<file path="src/rtl/usb_txn_pkg.sv">
package usb_txn_pkg;
    typedef enum logic [2:0] {
        S_IDLE,
        S_RX_TOK,
        S_WAIT_DATA,
        S_RX_DATA,
        S_TX_ACK,
        S_TX_DATA
    } seq_state_t;

    localparam logic [7:0] PID_SETUP = 8'h2D;
    localparam logic [7:0] PID_IN    = 8'h69;
    localparam logic [7:0] PID_DATA0 = 8'hC3;
    localparam logic [7:0] PID_ACK   = 8'hD2;
endpackage

</file>
<file path="src/rtl/usb_pid_check.sv">
module usb_pid_check
    import usb_txn_pkg::*;
(
    input  logic [7:0] pid,
    output logic       is_setup,
    output logic       is_in,
    output logic       is_data0
);
    logic compl_ok;

    always_comb begin
        compl_ok = (pid[7:4] == ~pid[3:0]);
        is_setup = compl_ok && (pid[3:0] == PID_SETUP[3:0]);
        is_in    = compl_ok && (pid[3:0] == PID_IN[3:0]);
        is_data0 = compl_ok && (pid[3:0] == PID_DATA0[3:0]);
    end
endmodule

</file>
<file path="src/rtl/usb_tx_mux.sv">
module usb_tx_mux
    import usb_txn_pkg::*;
#(
    parameter int              PAYLOAD_BYTES = 8,
    parameter logic [8*PAYLOAD_BYTES-1:0] PAYLOAD = '0,
    parameter int              IDX_W = 4
) (
    input  logic [IDX_W-1:0] idx,
    input  logic [15:0]      crc16,
    output logic [7:0]       byte_o,
    output logic             last_o
);
    localparam int LAST_IDX = PAYLOAD_BYTES + 2;

    logic [7:0] pay_arr [PAYLOAD_BYTES];

    for (genvar g = 0; g < PAYLOAD_BYTES; g++) begin : g_pay
        assign pay_arr[g] = PAYLOAD[8*g +: 8];
    end

    always_comb begin
        byte_o = PID_DATA0;
        last_o = (int'(idx) == LAST_IDX);
        if (int'(idx) == 0) begin
            byte_o = PID_DATA0;
        end else if (int'(idx) <= PAYLOAD_BYTES) begin
            byte_o = pay_arr[int'(idx) - 1];
        end else if (int'(idx) == PAYLOAD_BYTES + 1) begin
            byte_o = crc16[7:0];
        end else begin
            byte_o = crc16[15:8];
        end
    end
endmodule

</file>
<file path="src/rtl/usb_txn_seq.sv">
module usb_txn_seq
    import usb_txn_pkg::*;
#(
    parameter int ADDR_W        = 7,
    parameter int SETUP_LEN     = 8,
    parameter int ADDR_BYTE     = 2,
    parameter int PAYLOAD_BYTES = 8,
    parameter logic [8*PAYLOAD_BYTES-1:0] PAYLOAD = 64'h8877_6655_4433_2211
) (
    input  logic        clk,
    input  logic        rst,
    input  logic        rx_valid,
    input  logic [7:0]  rx_byte,
    input  logic        rx_sop,
    input  logic        rx_eop,
    input  logic        rx_crc_ok,
    input  logic [15:0] tx_crc16,
    input  logic        tx_ready,
    output logic        tx_valid,
    output logic [7:0]  tx_byte,
    output logic        tx_last
);
    localparam int TOK_LAST_IDX  = 2;
    localparam int DATA_LAST_IDX = SETUP_LEN + 2;
    localparam int CAP_IDX       = ADDR_BYTE + 1;
    localparam int CNT_W         = $clog2(DATA_LAST_IDX + 2);
    localparam int TX_LAST_IDX   = PAYLOAD_BYTES + 2;
    localparam int IDX_W         = $clog2(TX_LAST_IDX + 1);

    seq_state_t          state, nxt;
    logic [7:0]          pid_q;
    logic [7:0]          cap_byte;
    logic [CNT_W-1:0]    rx_cnt;
    logic [ADDR_W-1:0]   dev_addr;
    logic [IDX_W-1:0]    tx_idx;
    logic                is_setup, is_in, is_data0;
    logic                addr_hit, tok_good, data_good;
    logic [7:0]          mux_byte;
    logic                mux_last;

    usb_pid_check u_pid (
        .pid      (pid_q),
        .is_setup (is_setup),
        .is_in    (is_in),
        .is_data0 (is_data0)
    );

    usb_tx_mux #(
        .PAYLOAD_BYTES (PAYLOAD_BYTES),
        .PAYLOAD       (PAYLOAD),
        .IDX_W         (IDX_W)
    ) u_mux (
        .idx    (tx_idx),
        .crc16  (tx_crc16),
        .byte_o (mux_byte),
        .last_o (mux_last)
    );

    always_comb begin
        addr_hit  = (cap_byte[ADDR_W-1:0] == dev_addr);
        tok_good  = rx_crc_ok && (int'(rx_cnt) == TOK_LAST_IDX) && addr_hit;
        data_good = rx_crc_ok && (int'(rx_cnt) == DATA_LAST_IDX) && is_data0;
    end

    // State register
    always_ff @(posedge clk) begin
        if (rst) state <= S_IDLE;
        else     state <= nxt;
    end

    // Next-state logic
    always_comb begin
        nxt = state;
        unique case (state)
            S_IDLE:
                if (rx_valid && rx_sop && !rx_eop) nxt = S_RX_TOK;
            S_RX_TOK:
                if (rx_valid && rx_eop) begin
                    if (tok_good && is_setup)   nxt = S_WAIT_DATA;
                    else if (tok_good && is_in) nxt = S_TX_DATA;
                    else                        nxt = S_IDLE;
                end
            S_WAIT_DATA:
                if (rx_valid && rx_sop) nxt = rx_eop ? S_IDLE : S_RX_DATA;
            S_RX_DATA:
                if (rx_valid && rx_eop) nxt = data_good ? S_TX_ACK : S_IDLE;
            S_TX_ACK:
                if (tx_ready) nxt = S_IDLE;
            S_TX_DATA:
                if (tx_ready && mux_last) nxt = S_IDLE;
            default: nxt = S_IDLE;
        endcase
    end

    // Packet tracking, address register and transmit index
    always_ff @(posedge clk) begin
        if (rst) begin
            pid_q    <= '0;
            cap_byte <= '0;
            rx_cnt   <= '0;
            dev_addr <= '0;
            tx_idx   <= '0;
        end else begin
            if ((state == S_IDLE || state == S_WAIT_DATA) && rx_valid && rx_sop) begin
                pid_q  <= rx_byte;
                rx_cnt <= CNT_W'(1);
            end else if ((state == S_RX_TOK || state == S_RX_DATA) && rx_valid) begin
                if ((state == S_RX_TOK && int'(rx_cnt) == 1) ||
                    (state == S_RX_DATA && int'(rx_cnt) == CAP_IDX))
                    cap_byte <= rx_byte;
                if (rx_cnt != '1) rx_cnt <= rx_cnt + 1'b1;
            end
            if (state == S_RX_DATA && nxt == S_TX_ACK)
                dev_addr <= cap_byte[ADDR_W-1:0];
            if (state != S_TX_DATA)  tx_idx <= '0;
            else if (tx_ready)       tx_idx <= tx_idx + 1'b1;
        end
    end

    // Outputs
    always_comb begin
        tx_valid = 1'b0;
        tx_byte  = 8'h00;
        tx_last  = 1'b0;
        unique case (state)
            S_TX_ACK: begin
                tx_valid = 1'b1;
                tx_byte  = PID_ACK;
                tx_last  = 1'b1;
            end
            S_TX_DATA: begin
                tx_valid = 1'b1;
                tx_byte  = mux_byte;
                tx_last  = mux_last;
            end
            default: ;
        endcase
    end

    AST_RST_IDLE: assert property (@(posedge clk)
        rst |=> (state == S_IDLE && dev_addr == '0));

    AST_ADDR_ONLY_ACK: assert property (@(posedge clk) disable iff (rst)
        !$stable(dev_addr) |-> (state == S_TX_ACK));

    AST_PKT_END: assert property (@(posedge clk) disable iff (rst)
        (tx_valid && tx_ready && tx_last) |=> !tx_valid);

    AST_BAD_TOK_QUIET: assert property (@(posedge clk) disable iff (rst)
        (state == S_RX_TOK && rx_valid && rx_eop && !rx_crc_ok) |=> !tx_valid);

    AST_TX_HOLD: assert property (@(posedge clk) disable iff (rst)
        (tx_valid && !tx_ready) |=> (tx_valid && $stable(tx_byte)));
endmodule

</file>
<file path="config.mk">
export PLATFORM = sky130hd
export DESIGN_NAME = usb_txn_seq
export DESIGN_NICKNAME = d
export VERILOG_FILES = /design/src/rtl/usb_txn_pkg.sv /design/src/rtl/usb_pid_check.sv /design/src/rtl/usb_tx_mux.sv /design/src/rtl/usb_txn_seq.sv
export SDC_FILE = /design/constraint.sdc
export NUM_CORES = 1
export LEC_CHECK = 0
export BUFFER_PORTS_ARGS = -buffer_cell sky130_fd_sc_hd__buf_2
export CAP_MARGIN = 20
export CORE_MARGIN = 2
export CORE_UTILIZATION = 49
export CTS_BUF_LIST = sky130_fd_sc_hd__clkbuf_4
export DETAILED_ROUTE_END_ITERATION = 16
export HOLD_SLACK_MARGIN = 0.06
export PLACE_DENSITY = 0.79
export SETUP_SLACK_MARGIN = 0.15
export SYNTH_ARGS = -nofsm -noshare
export SYNTH_HDL_FRONTEND = slang
export SYNTH_HIERARCHICAL = 1
export SYNTH_SLANG_ARGS = --single-unit
export TNS_END_PERCENT = 20
</file>
<file path="constraint.sdc">
create_clock -name clk -period 1.89 [get_ports clk]
set_input_delay 0 -clock clk [delete_from_list [all_inputs] [get_ports clk]]
set_output_delay 0 -clock clk [all_outputs]
set_load 0.005 [all_outputs]
</file>
==> results of run 1 <==
-- registers in the layout, summed over array words and instances (netlist names) --
| signal | cells |
|---|---|
| state | 3 |
| tx_idx | 4 |
| pid_q | 8 |
| dev_addr | 7 |
| cap_byte | 7 |
| rx_cnt | 4 |
-- path summary, 6_finish.rpt --
kind | startpoint | endpoint | slack [ps] | cells after the start
worst max-delay path | tx_idx[0]$_SDFFE_PP0P_ | tx_byte[2] | -60 | 8
worst min-delay path | rst | dev_addr[3]$_SDFFE_PP0P_ | 150 | 2
worst max register to register | pid_q[3]$_SDFFE_PP0P_ | dev_addr[4]$_SDFFE_PP0P_ | 170 | 7
worst min register to register | pid_q[4]$_SDFFE_PP0P_ | pid_q[4]$_SDFFE_PP0P_ | 470 | 2
-- routing by layer --
| layer | global-route usage [%] | vias to the layer above |
|---|---|---|
| li1 | - | 958 |
| met1 | 25.9 | 879 |
| met2 | 33.0 | 56 |
| met3 | 4.93 | 6 |
| met4 | 5.25 | 0 |
| met5 | 0 | - |
-- final cells by class --
cell class	count	area, sq um	share of cell area [%]
Inverter	12	47.5	1.84
Sequential cell	33	667	25.9
Clock buffer	5	37.5	1.46
Timing Repair Buffer	68	452	17.5
Multi-Input combinational cell	180	1290	50.2
Clock inverter	3	17.5	0.679
Tap cell	50	62.6	2.43
-- metrics by stage --
stage                     utilization (%)  area [sq um]
after floorplan                         -          2000
after global placement               56.7          2250
after detailed placement             56.8          2260
after CTS                            63.3          2510
after global routing                 64.9          2580
final                                64.9          2580
-- cells by family after synthesis --
| logic type | count (synthesis) |
|---|---|
| and+or+nand+nor | 102 |
| xor gates and xnor gates | 13 |
| buffers and inverters | 24 |
| adders and majority gates | 9 |
| AOI/OAI and AO/OA | 40 |
| muxes | 16 |
| DFF | 33 |
-- repair_timing --
item	in CTS	in global routing
buffers inserted	3	3
hold buffers	13	0
cloned	0	0
pin swaps	14	12
hold endpoints to repair	19	0
resized for setup	13	12
endpoints found under the setup margin	15	16
-- power breakdown --
| group | total, mW | switching [mW] | internal (mW) |
|---|---|---|---|
| combinational | 0.134 | 0.0673 | 0.0669 |
| clock | 0.382 | 0.242 | 0.140 |
| sequential | 0.722 | 0.0135 | 0.709 |
| total | 1.24 | 0.323 | 0.916 |
-- Yosys cell counts, types with 3 or more instances --
cell type / count
a21oi_1: 18
nor2_1: 18
nand4_1: 3
buf_6: 3
dfxtp_1: 33
xor2_1: 10
nand2_1: 39
o21ai_0: 3
a32oi_1: 4
mux2i_1: 16
and3_1: 5
nor2b_1: 5
nor4_1: 3
xnor2_1: 3
ha_1: 9
clkbuf_1: 6
a311oi_1: 5
inv_1: 12
nor3_1: 7
and4b_1: 3
==> results.py, run 1 <==
metrics = {
    "logic_synthesis": {
        "synth_compound_area_share_pct": 13.2,
        "synth-edff-count": 0,
        "yosys_warnings": 6,
        "synth_seq_cells": 33,
        "synth_top_area_cell": "dfxtp_1",
        "synth_xor_area_share_pct": 5.68,
        "ys_async_sr_fraction_pct": 0,
        "avgSynthCellArea_sq_um": 8.45,
        "ys_seq_area_share_pct": 33.0,
        "synth.cell_area_sq_mm": 0.00200,
        "synth_area_leaders": "dfxtp_1 (33%), mux2i_1 (8.0%), nand2_1 (7.3%)",
        "synthFlopType": "dfxtp_1",
        "yosysTopAreaCellShare_pct": 33.0,
        "synthDistinctLibCells": 44,
        "syn-num-nets": 277,
        "netlist_instances": 237,
        "synth_top_family_by_area": "simple AND/OR/NAND/NOR gates",
        "synthMuxAreaShare_pct": 8.00,
        "synth_adder_area_share_pct": 5.62,
        "synthSimpleGateAreaFrac_pct": 28.5,
    },
    "layout": {
        "diodes": 0,
        "fin_nets": 340,
        "mostFrequentLayoutCell": "buf_2",
        "area.growth.synth_to_final_pct": 28.7,
        "drive_above_1_share_pct": 29.6,
        "layout_common_cells": "buf_2 (41), nand2_1 (36), dfxtp_1 (28)",
        "stdcell_count": 351,
        "fillers": 342,
    },
    "cts": {
        "root_buffer": "clkbuf_4",
        "cts.path.max_buffers": 2,
        "clock_sinks": 33,
        "htree_levels": 2,
        "insertion_delay_ps": 330,
        "clkSlewWorstSetupHoldPaths_ps": 110,
        "cts_buffers": 5,
        "cts_tree": "yes",
    },
    "detailed_routing": {
        "met3_length_um": 271,
        "wl_met1_um": 2110,
        "routed.top_layer": "met4",
        "dr.pass1.iters": 4,
        "drc": 0,
        "drtIter0Drc": 137,
        "ant_nets": 0,
        "wl_met2_um": 2390,
        "wl_per_cell_um": 13.7,
        "vias": 1899,
        "wirelength_um": 4820,
        "via_per_inst": 5.41,
    },
    "global_route": {
        "grt_usage_pct": 19.9,
        "grt_max_degree": 34,
        "grt.overflow.total": 0,
        "first_global_vias": 1572,
        "antenna_found_initial": 0,
        "grt_pass1_wl_um": 6910,
    },
    "place": {
        "post-dp-hpwl_um": 3180,
        "placed_cells": 324,
        "place_congestion": 0.802,
        "portBuffers": 40,
        "dp_slack_ps": 54.4,
    },
    "run_status": {
        "status": "finished with violations",
        "violations": "negative setup slack",
    },
    "floorplanning": {
        "start_util_pct": 50.4,
        "coreArea_sq_mm": 0.00397,
        "die_area_sq_mm": 0.00462,
        "io_pins": 41,
        "die_x_um": 67.9,
        "die_h_um": 67.9,
        "rows": 23,
    },
    "timing": {
        "worst_slack_ps": -60.3,
        "setup_viol": 2,
        "tightest_slew_ps": 594,
        "finalCritPeriodShare_pct": 103,
        "finClkSkew_ps": 10.1,
        "rsz0062_at_grt": "true",
        "max_freq_ghz": 0.513,
        "relSlewSlack_pct": 60.4,
        "final-hold-violation-count": 0,
        "slew_viol_final": 0,
        "fin_crit_ps": 1950,
        "hold_slack_ps": 152,
        "setup_tns_ps": -101,
    },
    "worst_setup_path": {
        "slowest_stage": "dfxtp_2",
        "cp_top_family": "compound AO/OA/AOI/OAI gates",
        "arrival_ps": 1950,
        "critical_path_class": "reg -> out",
        "cp_num_buf_inv": 2,
        "required_ps": 1890,
        "cp-start-kind": "flip-flop",
        "crit_path_max_fanout": 3,
        "cp_cell_sequence": "inv_2, ha_4, ha_4, nor2b_1, o21a_1, a311oi_1, and3_1, buf_2",
        "cpMostUsedCell": "ha_4",
        "cp-end-kind": "output port",
        "critPathMaxStageDelay_ps": 360,
    },
    "worst_hold_path": {
        "min_path_type": "in -> reg",
    },
    "pwr": {
        "p_leak_nw": 1.14,
        "irDropWorstVdd_mv": 0.659,
        "power.total_mw": 1.24,
        "p_per_area_mw_per_mm2": 480,
    },
    "flow_run": {
        "maxCapViolCount": 0,
    },
}
(Power assumes the default switching activity.)
==> run 2: changes to the inputs <==
==> constraint.sdc (replaced) <==
create_clock -name clk -period 1.89 [get_ports clk]
set_input_delay 0.0945 -clock clk [delete_from_list [all_inputs] [get_ports clk]]
set_output_delay 0.0945 -clock clk [all_outputs]
set_load 0.005 [all_outputs]
==> results.py, run 2 (same netlist as run 1, synthesis figures left out) <==
metrics = {
    "detailed_routing": {
        "wirelength_um": 4780,
        "wl_per_cell_um": 13.8,
        "ant_nets": 0,
        "vias": 1890,
        "dr.pass1.iters": 4,
        "drc": 0,
        "drtIter0Drc": 148,
        "via_per_inst": 5.45,
    },
    "pwr": {
        "irDropWorstVdd_mv": 0.415,
        "p_leak_nw": 1.13,
        "p_per_area_mw_per_mm2": 476,
    },
    "global_route": {
        "first_global_vias": 1648,
        "grt_pass1_wl_um": 7510,
        "grt_max_degree": 34,
        "grt.overflow.total": 0,
        "grt_usage_pct": 21.6,
        "antenna_found_initial": 0,
    },
    "worst_setup_path": {
        "arrival_ps": 1960,
        "required_ps": 1800,
        "r2r_setup_slack_ps": 250,
        "crit_path_max_fanout": 3,
        "cp-end-kind": "output port",
        "cp_cell_sequence": "inv_2, ha_4, ha_4, nor2b_4, o21a_1, a311oi_1, and3_1, buf_2",
        "cp_num_buf_inv": 2,
        "reg2reg_depth": 7,
        "cp-start-kind": "flip-flop",
        "cpMostUsedCell": "ha_4",
        "cp_top_family": "compound AO/OA/AOI/OAI gates",
        "rr_endpoint": "dev_addr[5]$_SDFFE_PP0P_",
        "slowest_stage": "dfxtp_2",
        "critPathMaxStageDelay_ps": 350,
        "rr_startpoint": "rx_cnt[0]$_SDFFE_PP0P_",
        "critical_path_class": "reg -> out",
    },
    "cts": {
        "clkSlewWorstSetupHoldPaths_ps": 100,
        "root_buffer": "clkbuf_4",
        "clock_sinks": 33,
        "htree_levels": 2,
        "cts.path.max_buffers": 2,
        "insertion_delay_ps": 330,
        "cts_buffers": 5,
        "cts_tree": "yes",
    },
    "layout": {
        "largest_reg_flops": 8,
        "mostFrequentLayoutCell": "buf_2",
        "largest_register": "pid_q",
        "final_cell_area_sq_mm": 0.00257,
        "diodes": 0,
        "fillers": 329,
        "reg_top3": "pid_q x8, cap_byte x7, dev_addr x7",
        "fin_nets": 336,
        "drive_above_1_share_pct": 32.7,
        "layout_common_cells": "buf_2 (40), nand2_1 (36), dfxtp_1 (26)",
        "multi_input_area_sq_mm": 0.00132,
        "seq_area_sq_um": 672,
        "finalCoreUtilization_pct": 64.8,
        "area.growth.synth_to_final_pct": 28.4,
    },
    "floorplanning": {
        "coreArea_sq_mm": 0.00397,
        "die_area_sq_mm": 0.00462,
        "die_x_um": 67.9,
        "io_pins": 41,
        "rows": 23,
        "die_h_um": 67.9,
        "start_util_pct": 50.4,
    },
    "place": {
        "post-dp-hpwl_um": 3240,
        "dpl-instance-area_sq_mm": 0.00227,
        "portBuffers": 40,
        "place_congestion": 0.844,
    },
    "worst_hold_path": {
        "holdCritStartpoint": "rx_valid",
        "hold_end": "state[1]$_SDFF_PP0_",
        "hold_depth": 3,
        "min_path_type": "in -> reg",
    },
    "timing": {
        "slew_viol_final": 0,
        "worst_slack_ps": -162,
        "setup_tns_ps": -880,
        "finalCritPeriodShare_pct": 109,
        "fin_crit_ps": 2050,
        "rsz0062_at_grt": "true",
        "final-hold-violation-count": 0,
        "relSlewSlack_pct": 60.1,
        "max_freq_ghz": 0.487,
        "finClkSkew_ps": 5.45,
        "hold_slack_ps": 106,
        "tightest_slew_ps": 599,
        "setup_viol": 8,
    },
    "flow_run": {
        "maxCapViolCount": 0,
    },
    "run_status": {
        "violations": "negative setup slack",
        "status": "finished with violations",
    },
}
## run 2: power breakdown
group / switching, mW / leakage, nW / total, mW / internal, mW
Combinational: 0.0656 / 0.825 / 0.129 / 0.0638
Clock: 0.238 / 0.0300 / 0.372 / 0.134
Sequential: 0.0146 / 0.270 / 0.723 / 0.709
Total: 0.318 / 1.13 / 1.22 / 0.907
## run 2: layout make-up
cell class | count | area share [%]
flip-flops and latches | 33 | 26.1
well taps | 50 | 2.43
clock inverters | 3 | 0.486
inverters | 12 | 1.75
multi-input cells | 180 | 51.3
clock buffers | 5 | 1.46
repair buffers | 64 | 16.4
## run 2: layer usage
| layer | wire length, um | vias to the layer above | global-route usage (%) | part of all wire, % |
|---|---|---|---|---|
| met4 | 54 | 0 | 7.50 | 1.1 |
| met1 | 2120 | 866 | 27.9 | 44 |
| met5 | 0 | - | 0 | 0 |
| met3 | 330 | 4 | 4.93 | 6.9 |
| met2 | 2280 | 68 | 35.1 | 48 |
| li1 | - | 952 | - | - |
## run 2: tightest hold or removal path: cells and delay by family
family                 cells  cell delay [ps]
AO/OA/AOI/OAI              1               60
AND/OR/NAND/NOR            1               90
buffers and inverters      1              150
## run 2: metrics by stage
step                      cells  total power, mW  setup slack [ps]
after floorplan             237            0.795               168
after global placement      323            0.844               118
after detailed placement    324            0.848              64.3
after CTS                   344             1.23              -162
after global routing        347             1.28              -226
final                       347             1.22              -162
## run 2: what timing repair did
action,CTS,global route
cloned,0,0
setup buffers,3,3
hold buffers,9,0
hold endpoints to repair,16,0
pin swaps,10,10
endpoints found under the setup margin,9,26
gates resized for setup,14,18
## run 2: how the worst max path moves through the flow
| stage | start | slack [ps] | end | depth (start not counted) |
|---|---|---|---|---|
| final | tx_idx[0]$_SDFFE_PP0P_ | -160 | tx_byte[2] | 8 |
| after global routing | tx_idx[0]$_SDFFE_PP0P_ | -230 | tx_byte[2] | 8 |
| after CTS | tx_idx[0]$_SDFFE_PP0P_ | -160 | tx_byte[2] | 8 |
| after detailed placement | tx_idx[0]$_SDFFE_PP0P_ | 60 | tx_byte[2] | 8 |
| after global placement | tx_idx[0]$_SDFFE_PP0P_ | 120 | tx_byte[2] | 8 |
| after floorplan | pid_q[5]$_SDFFE_PP0P_ | 170 | dev_addr[0]$_SDFFE_PP0P_ | 6 |
